## config.mk

```make
export PLATFORM = sky130hd
export DESIGN_NAME = root_port_regs
export DESIGN_NICKNAME = d
export VERILOG_FILES = /design/src/rtl/uhp_pkg.sv /design/src/rtl/uhp_write_merge.sv /design/src/rtl/uhp_port_cell.sv /design/src/rtl/uhp_read_mux.sv /design/src/rtl/root_port_regs.sv
export SDC_FILE = /design/constraint.sdc
export NUM_CORES = 1
export LEC_CHECK = 0
export ABC_AREA = 1
export BUFFER_PORTS_ARGS = -buffer_cell sky130_fd_sc_hd__buf_2
export CAP_MARGIN = 5
export CORE_ASPECT_RATIO = 1.2
export CORE_MARGIN = 2
export CORE_UTILIZATION = 44
export DETAILED_ROUTE_END_ITERATION = 7
export MAX_ROUTING_LAYER = met4
export PLACE_DENSITY = 0.72
export SYNTH_ARGS = -nofsm -noshare
export SYNTH_HDL_FRONTEND = slang
export SYNTH_SLANG_ARGS = --single-unit
```

## constraint.sdc

```tcl
create_clock -name clk -period 0.85 [get_ports clk]
set_input_delay 0.085 -clock clk [delete_from_list [all_inputs] [get_ports clk]]
set_output_delay 0.085 -clock clk [all_outputs]
set_load 0.03 [all_outputs]
```

## src/rtl/uhp_pkg.sv

```systemverilog
package uhp_pkg;

   localparam int REG_W = 16;

   localparam int B_CONN     = 0;
   localparam int B_CONN_CHG = 1;
   localparam int B_EN       = 2;
   localparam int B_EN_CHG   = 3;
   localparam int B_RES_DET  = 6;
   localparam int B_ONE      = 7;
   localparam int B_LOWSPD   = 8;
   localparam int B_BUSRST   = 9;
   localparam int B_SUSP     = 12;

   typedef logic [REG_W-1:0] portword_t;

   localparam portword_t HOLD_MASK   = 16'h01BB;
   localparam portword_t CLR1_MASK   = portword_t'((1 << B_CONN_CHG) | (1 << B_EN_CHG));
   localparam portword_t FORCE1_MASK = portword_t'(1 << B_ONE);
   localparam portword_t ABSENT_WORD = 16'hFF7F;

   typedef struct packed {
      logic attach;
      logic detach;
      logic low_speed;
      logic wakeup;
   } port_evt_t;

endpackage

```

## src/rtl/uhp_write_merge.sv

```systemverilog
module uhp_write_merge
   import uhp_pkg::*;
(
   input  logic      hit,
   input  portword_t cur,
   input  portword_t data,
   output portword_t merged,
   output logic      rst_rise
);

   portword_t loaded;

   always_comb begin
      loaded = (cur & HOLD_MASK) | (data & ~HOLD_MASK);
      loaded = loaded & ~(data & CLR1_MASK);
      merged = hit ? loaded : cur;
      rst_rise = hit & data[B_BUSRST] & ~cur[B_BUSRST] & cur[B_CONN];
   end

endmodule

```

## src/rtl/uhp_port_cell.sv

```systemverilog
module uhp_port_cell
   import uhp_pkg::*;
(
   input  logic      clk,
   input  logic      rst_n,
   input  logic      wr_hit,
   input  portword_t wr_data,
   input  port_evt_t evt,
   output portword_t word_q,
   output logic      bus_rst_q,
   output logic      resume_q
);

   portword_t after_wr;
   portword_t after_evt;
   portword_t nxt;
   logic      rise;
   logic      wake_take;

   uhp_write_merge u_merge (
      .hit      (wr_hit),
      .cur      (word_q),
      .data     (wr_data),
      .merged   (after_wr),
      .rst_rise (rise)
   );

   // device events act on the word after the software write
   always_comb begin
      after_evt = after_wr;
      if (evt.detach) begin
         if (after_wr[B_CONN]) begin
            after_evt[B_CONN]     = 1'b0;
            after_evt[B_CONN_CHG] = 1'b1;
         end
         if (after_wr[B_EN]) begin
            after_evt[B_EN]     = 1'b0;
            after_evt[B_EN_CHG] = 1'b1;
         end
      end else if (evt.attach) begin
         after_evt[B_CONN]     = 1'b1;
         after_evt[B_CONN_CHG] = 1'b1;
         after_evt[B_LOWSPD]   = evt.low_speed;
      end
   end

   always_comb begin
      nxt       = after_evt;
      wake_take = evt.wakeup & after_evt[B_SUSP] & ~after_evt[B_RES_DET];
      if (wake_take) begin
         nxt[B_RES_DET] = 1'b1;
      end
   end

   always_ff @(posedge clk or negedge rst_n) begin
      if (!rst_n) begin
         word_q    <= '0;
         bus_rst_q <= 1'b0;
         resume_q  <= 1'b0;
      end else begin
         word_q    <= nxt;
         bus_rst_q <= rise;
         resume_q  <= wake_take;
      end
   end

endmodule

```

## src/rtl/uhp_read_mux.sv

```systemverilog
module uhp_read_mux
   import uhp_pkg::*;
#(
   parameter int NUM_PORTS = 2,
   parameter int SEL_W     = 2
)(
   input  logic [NUM_PORTS-1:0][REG_W-1:0] words,
   input  logic [SEL_W-1:0]                sel,
   output portword_t                       rd
);

   localparam int SLOTS = 1 << SEL_W;

   generate
      if (NUM_PORTS == SLOTS) begin : g_full
         always_comb rd = words[sel] | FORCE1_MASK;
      end else begin : g_sparse
         logic in_range;
         always_comb begin
            in_range = ({1'b0, sel} < (SEL_W+1)'(NUM_PORTS));
            rd = ABSENT_WORD;
            for (int p = 0; p < NUM_PORTS; p++) begin
               if (in_range && sel == SEL_W'(p)) rd = words[p] | FORCE1_MASK;
            end
         end
      end
   endgenerate

endmodule

```

## src/rtl/root_port_regs.sv

```systemverilog
module root_port_regs
   import uhp_pkg::*;
#(
   parameter int NUM_PORTS = 2,
   parameter int SEL_W     = 2
)(
   input  logic                 clk,
   input  logic                 rst_n,
   input  logic                 wr_en,
   input  logic [SEL_W-1:0]     wr_sel,
   input  logic [15:0]          wr_data,
   input  logic [SEL_W-1:0]     rd_sel,
   output logic [15:0]          rd_data,
   input  logic [NUM_PORTS-1:0] dev_attach,
   input  logic [NUM_PORTS-1:0] dev_detach,
   input  logic [NUM_PORTS-1:0] dev_low_speed,
   input  logic [NUM_PORTS-1:0] dev_wakeup,
   output logic [NUM_PORTS-1:0] bus_reset,
   output logic                 resume_req
);

   generate
      if (NUM_PORTS < 1) begin : g_bad_ports
         $error("root_port_regs: NUM_PORTS must be at least 1");
      end
      if (SEL_W < 1 || NUM_PORTS > (1 << SEL_W)) begin : g_bad_sel
         $error("root_port_regs: SEL_W too narrow for NUM_PORTS");
      end
   endgenerate

   logic [NUM_PORTS-1:0][REG_W-1:0] port_state;
   logic [NUM_PORTS-1:0]            resume_each;

   for (genvar i = 0; i < NUM_PORTS; i++) begin : g_port
      port_evt_t ev;
      logic      hit;
      portword_t word;
      always_comb begin
         ev.attach    = dev_attach[i];
         ev.detach    = dev_detach[i];
         ev.low_speed = dev_low_speed[i];
         ev.wakeup    = dev_wakeup[i];
         hit          = wr_en && (wr_sel == SEL_W'(i));
      end
      uhp_port_cell u_cell (
         .clk       (clk),
         .rst_n     (rst_n),
         .wr_hit    (hit),
         .wr_data   (wr_data),
         .evt       (ev),
         .word_q    (word),
         .bus_rst_q (bus_reset[i]),
         .resume_q  (resume_each[i])
      );
      assign port_state[i] = word;
   end

   assign resume_req = |resume_each;

   uhp_read_mux #(.NUM_PORTS(NUM_PORTS), .SEL_W(SEL_W)) u_rd (
      .words (port_state),
      .sel   (rd_sel),
      .rd    (rd_data)
   );

endmodule

```

==> impl_results.html <==
<table>
<tr><th>Metric</th><th>Value</th></tr>
<tr><th colspan="2">GRT</th></tr>
<tr><td>Via count of the first global-routing pass</td><td>1352</td></tr>
<tr><td>Pin count of the biggest net entering global routing</td><td>31</td></tr>
<tr><td>Antenna violations before repair</td><td>0</td></tr>
<tr><td>Wire length of the first global-routing pass</td><td>6170 µm</td></tr>
<tr><td>Overall track demand over capacity in global routing</td><td>23.1%</td></tr>
<tr><td>Gr ovfl total</td><td>0</td></tr>
<tr><th colspan="2">Route</th></tr>
<tr><td>Vias post-DR</td><td>1416</td></tr>
<tr><td>Average via count per standard cell</td><td>4.87</td></tr>
<tr><td>Number of DRC markers in iteration 0</td><td>41</td></tr>
<tr><td>Detailed Route WL</td><td>3670 µm</td></tr>
<tr><td>M1 WL</td><td>1400 µm</td></tr>
<tr><td>Met2 wirelength from detailed routing</td><td>2020 µm</td></tr>
<tr><td>DRC violations left</td><td>0</td></tr>
<tr><td>DRT Pass-1 Iters</td><td>4</td></tr>
<tr><td>Detailed-routed wire length on met3</td><td>222 µm</td></tr>
<tr><td>Detailed-route wire length per cell</td><td>12.6 µm</td></tr>
<tr><td>Top layer reached by signal wires</td><td>met4</td></tr>
<tr><td>Antenna-violating nets left</td><td>0</td></tr>
<tr><th colspan="2">Worst setup path</th></tr>
<tr><td>Type of the setup path with the least slack</td><td>reg2out</td></tr>
<tr><td>Worst Path Arrival</td><td>1120 ps</td></tr>
<tr><td>Crit Path Max Fanout</td><td>2</td></tr>
<tr><td>Cells on worst reg2reg path</td><td>4</td></tr>
<tr><td>Reg2reg end</td><td>g_port[0].u_cell.word_q[13]</td></tr>
<tr><td>Reg2reg setup slack</td><td>-20 ps</td></tr>
<tr><td>Startpoint of the most critical register-to-register path</td><td>g_port[0].u_cell.word_q[13]</td></tr>
<tr><td>Category of the worst setup path capture point</td><td>output pin</td></tr>
<tr><td>Critical Path Start Type</td><td>flip-flop</td></tr>
<tr><td>CP Data Required Time</td><td>760 ps</td></tr>
<tr><th colspan="2">Floorplan</th></tr>
<tr><td>Starting Density</td><td>46.4%</td></tr>
<tr><td>Floorplan core area</td><td>3060 µm²</td></tr>
<tr><td>Total Die Area</td><td>3690 µm²</td></tr>
<tr><td>Number of cell rows</td><td>22</td></tr>
<tr><td>Overall die width</td><td>55.8 µm</td></tr>
<tr><td>Height of the die</td><td>66.2 µm</td></tr>
<tr><td>Number of I/O pins</td><td>50</td></tr>
<tr><th colspan="2">Final layout</th></tr>
<tr><td>Leading cell types in the layout, fill and taps excluded</td><td>sky130_fd_sc_hd__nand2_1 (39), sky130_fd_sc_hd__dfrtp_1 (30), sky130_fd_sc_hd__buf_2 (28), sky130_fd_sc_hd__buf_4 (21), sky130_fd_sc_hd__inv_1 (17)</td></tr>
<tr><td>Number of nets in the layout</td><td>285</td></tr>
<tr><td>Signed area change from the synthesized netlist to the final layout</td><td>64.6%</td></tr>
<tr><td>Share of layout cells above drive strength 1</td><td>48.6%</td></tr>
<tr><td>Leading cell type in the layout, fill and taps excluded</td><td>sky130_fd_sc_hd__nand2_1</td></tr>
<tr><td>Antenna Diode Count</td><td>0</td></tr>
<tr><th colspan="2">STA</th></tr>
<tr><td>Worst hold-check slack</td><td>3.34 ps</td></tr>
<tr><td>Clock skew</td><td>9.54 ps</td></tr>
<tr><td>Min cycle time layout</td><td>1210 ps</td></tr>
<tr><td>Setup TNS</td><td>-4610 ps</td></tr>
<tr><td>Final setup slack of the worst path</td><td>-356 ps</td></tr>
<tr><td>RSZ-0062 raised after global routing</td><td>true</td></tr>
<tr><td>Least-Margin Pin Slew</td><td>387 ps</td></tr>
<tr><td>Setup violation total in the final timing report</td><td>18</td></tr>
<tr><td>Final number of max-transition violations</td><td>0</td></tr>
<tr><td>Part of the cycle the worst path needs</td><td>142%</td></tr>
<tr><td>Max frequency</td><td>829 MHz</td></tr>
<tr><td>Relative max-transition margin</td><td>74.1%</td></tr>
<tr><td>Fin. Hold Viols</td><td>0</td></tr>
<tr><th colspan="2">Synth</th></tr>
<tr><td>Number of instances in the synthesized netlist</td><td>178</td></tr>
<tr><td>Synthesized cell area</td><td>1420 µm²</td></tr>
<tr><td>Synthesis warning total</td><td>0</td></tr>
<tr><td>Net Count, Synth</td><td>209</td></tr>
<tr><td>Synth Register Bits</td><td>30</td></tr>
<tr><td>Avg Synthesized Cell Area</td><td>7.96 µm²</td></tr>
<tr><td>Cell variety after synth</td><td>20</td></tr>
<tr><td>Part of the Yosys area used for sequential elements</td><td>53.0%</td></tr>
<tr><th colspan="2">Placement</th></tr>
<tr><td>Final GP Congestion</td><td>0.789</td></tr>
<tr><td>Detail Placement HPWL</td><td>2480 µm</td></tr>
<tr><td>PortBufs</td><td>44</td></tr>
<tr><td>Minimum setup slack after placement</td><td>-170 ps</td></tr>
<tr><th colspan="2">Job</th></tr>
<tr><td>Max-cap violation count</td><td>0</td></tr>
<tr><th colspan="2">Power and ir drop</th></tr>
<tr><td>Peak ir drop on the vdd network</td><td>1.55 mV</td></tr>
<tr><td>P per Cell Area</td><td>1700 nW/µm²</td></tr>
<tr><td>Static power due to leakage</td><td>1.15 nW</td></tr>
<tr><th colspan="2">Min path</th></tr>
<tr><td>Path class of the lowest-slack min-delay path</td><td>in2reg</td></tr>
<tr><td>Hold Crit Depth</td><td>3</td></tr>
<tr><td>Startpoint of the most critical hold path</td><td>wr_data[11]</td></tr>
<tr><td>Hold path endpoint</td><td>g_port[1].u_cell.word_q[11]</td></tr>
<tr><th colspan="2">Clocking</th></tr>
<tr><td>Sinks on the clock net</td><td>30</td></tr>
<tr><td>Root Driver</td><td>sky130_fd_sc_hd__clkbuf_4</td></tr>
<tr><td>CTS tree</td><td>done</td></tr>
<tr><td>Clock-pin transition on the worst setup and hold timing paths</td><td>100 ps</td></tr>
<tr><td>Clk Latency, worst-skew pair</td><td>340 ps</td></tr>
<tr><td>H-Tree Depth</td><td>2</td></tr>
<tr><td>Cts bufs inserted</td><td>5</td></tr>
<tr><td>Clock Tree Buf Depth</td><td>2</td></tr>
<tr><th colspan="2">Status</th></tr>
<tr><td>Run status</td><td>complete, but fails checks</td></tr>
<tr><td>Failing checks</td><td>negative setup slack</td></tr>
</table>
-- worst max-delay path: stages, from the launching register on --
cell	delay, ps
sky130_fd_sc_hd__dfrtp_1	410
sky130_fd_sc_hd__a21oi_2	190
sky130_fd_sc_hd__nand2_4	60
sky130_fd_sc_hd__buf_6	130
-- layout make-up --
cell class | instances | area [µm²]
multi-input combinational | 115 | 737
timing repair buffer | 77 | 618
tap | 36 | 45.0
sequential | 30 | 751
inverter | 25 | 103
fill | 210 | 724
clock buffer | 5 | 37.5
clock inverter | 3 | 40.0
-- where the power goes --
group / internal (mW) / switching (mW) / leakage (nW)
Combinational: 0.525 / 0.613 / 0.743
Sequential: 1.60 / 0.108 / 0.363
Clock: 0.609 / 0.509 / 0.0450
-- per-layer routing --
layer  vias to the layer above  GRT usage [%]
met3                         4           4.31
li1                        710              -
met5                         -              -
met1                       656           25.6
met2                        46           40.3
met4                         0           11.0
-- repair_timing --
action | in CTS | in global routing
setup endpoints to repair | 18 | 27
hold endpoints to repair | 41 | 1
hold buffers | 9 | 1
pin swaps | 16 | 5
resized for setup | 46 | 14
setup buffers | 4 | 1
-- cell families after synthesis --
logic type / Yosys count / share of synthesized area, %
simple gates: 80 / 24.4
flops: 30 / 53.0
compound gates: 35 / 12.5
buf+inv: 33 / 10.1
-- synth_stat cells --
cell type / count / area (µm²)
sky130_fd_sc_hd__clkinv_1: 1 / 3.75
sky130_fd_sc_hd__nand2_1: 50 / 188
sky130_fd_sc_hd__nand2_2: 1 / 6.26
sky130_fd_sc_hd__and2_1: 2 / 12.5
sky130_fd_sc_hd__clkbuf_1: 1 / 3.75
sky130_fd_sc_hd__o21ai_1: 10 / 50.1
sky130_fd_sc_hd__or2_2: 2 / 12.5
sky130_fd_sc_hd__nor2_1: 10 / 37.5
sky130_fd_sc_hd__dfrtp_1: 30 / 751
sky130_fd_sc_hd__nor2_2: 3 / 18.8
sky130_fd_sc_hd__nand3_2: 1 / 10.0
sky130_fd_sc_hd__buf_2: 3 / 15.0
sky130_fd_sc_hd__o211ai_1: 1 / 7.51
sky130_fd_sc_hd__nand3_1: 9 / 45.0
sky130_fd_sc_hd__buf_4: 4 / 30.0
sky130_fd_sc_hd__inv_1: 24 / 90.1
sky130_fd_sc_hd__nor3_2: 1 / 10.0
sky130_fd_sc_hd__a21oi_1: 15 / 75.1
sky130_fd_sc_hd__o21ai_0: 9 / 45.0
sky130_fd_sc_hd__nor3_1: 1 / 5.00
-- worst max-delay path by stage --
| stage | endpoint | cells past startpoint | startpoint | slack [ps] |
|---|---|---|---|---|
| 3_5_place_dp | rd_data[8] | 6 | rd_sel[0] | -170 |
| 3_3_place_gp | rd_data[8] | 6 | rd_sel[0] | -160 |
| 5_1_grt | rd_data[13] | 3 | g_port[0].u_cell.word_q[13] | -430 |
| 2_1_floorplan | rd_data[8] | 2 | g_port[0].u_cell.word_q[8] | -90 |
| 4_1_cts | rd_data[14] | 3 | g_port[0].u_cell.word_q[14] | -340 |
| 6_report | rd_data[13] | 3 | g_port[0].u_cell.word_q[13] | -360 |
-- stage by stage --
stage | total power [mW] | util (%) | area (µm²) | instances
after detailed placement | 2.61 | 63.5 | 1940 | 269
final | 3.96 | 76.3 | 2330 | 291
after floorplan | 2.28 | - | 1580 | 178
after CTS | 3.93 | 74.7 | 2280 | 290
after global routing | 4.19 | 76.3 | 2330 | 291
after global placement | 2.59 | 63.5 | 1940 | 269
-- sequential cells by signal, indices dropped and copies added, names as in the netlist --
register,count
g_port.u_cell.word_q,26
g_port.u_cell.bus_rst_q,2
g_port.u_cell.resume_q,2
(Power assumes the default switching activity.)
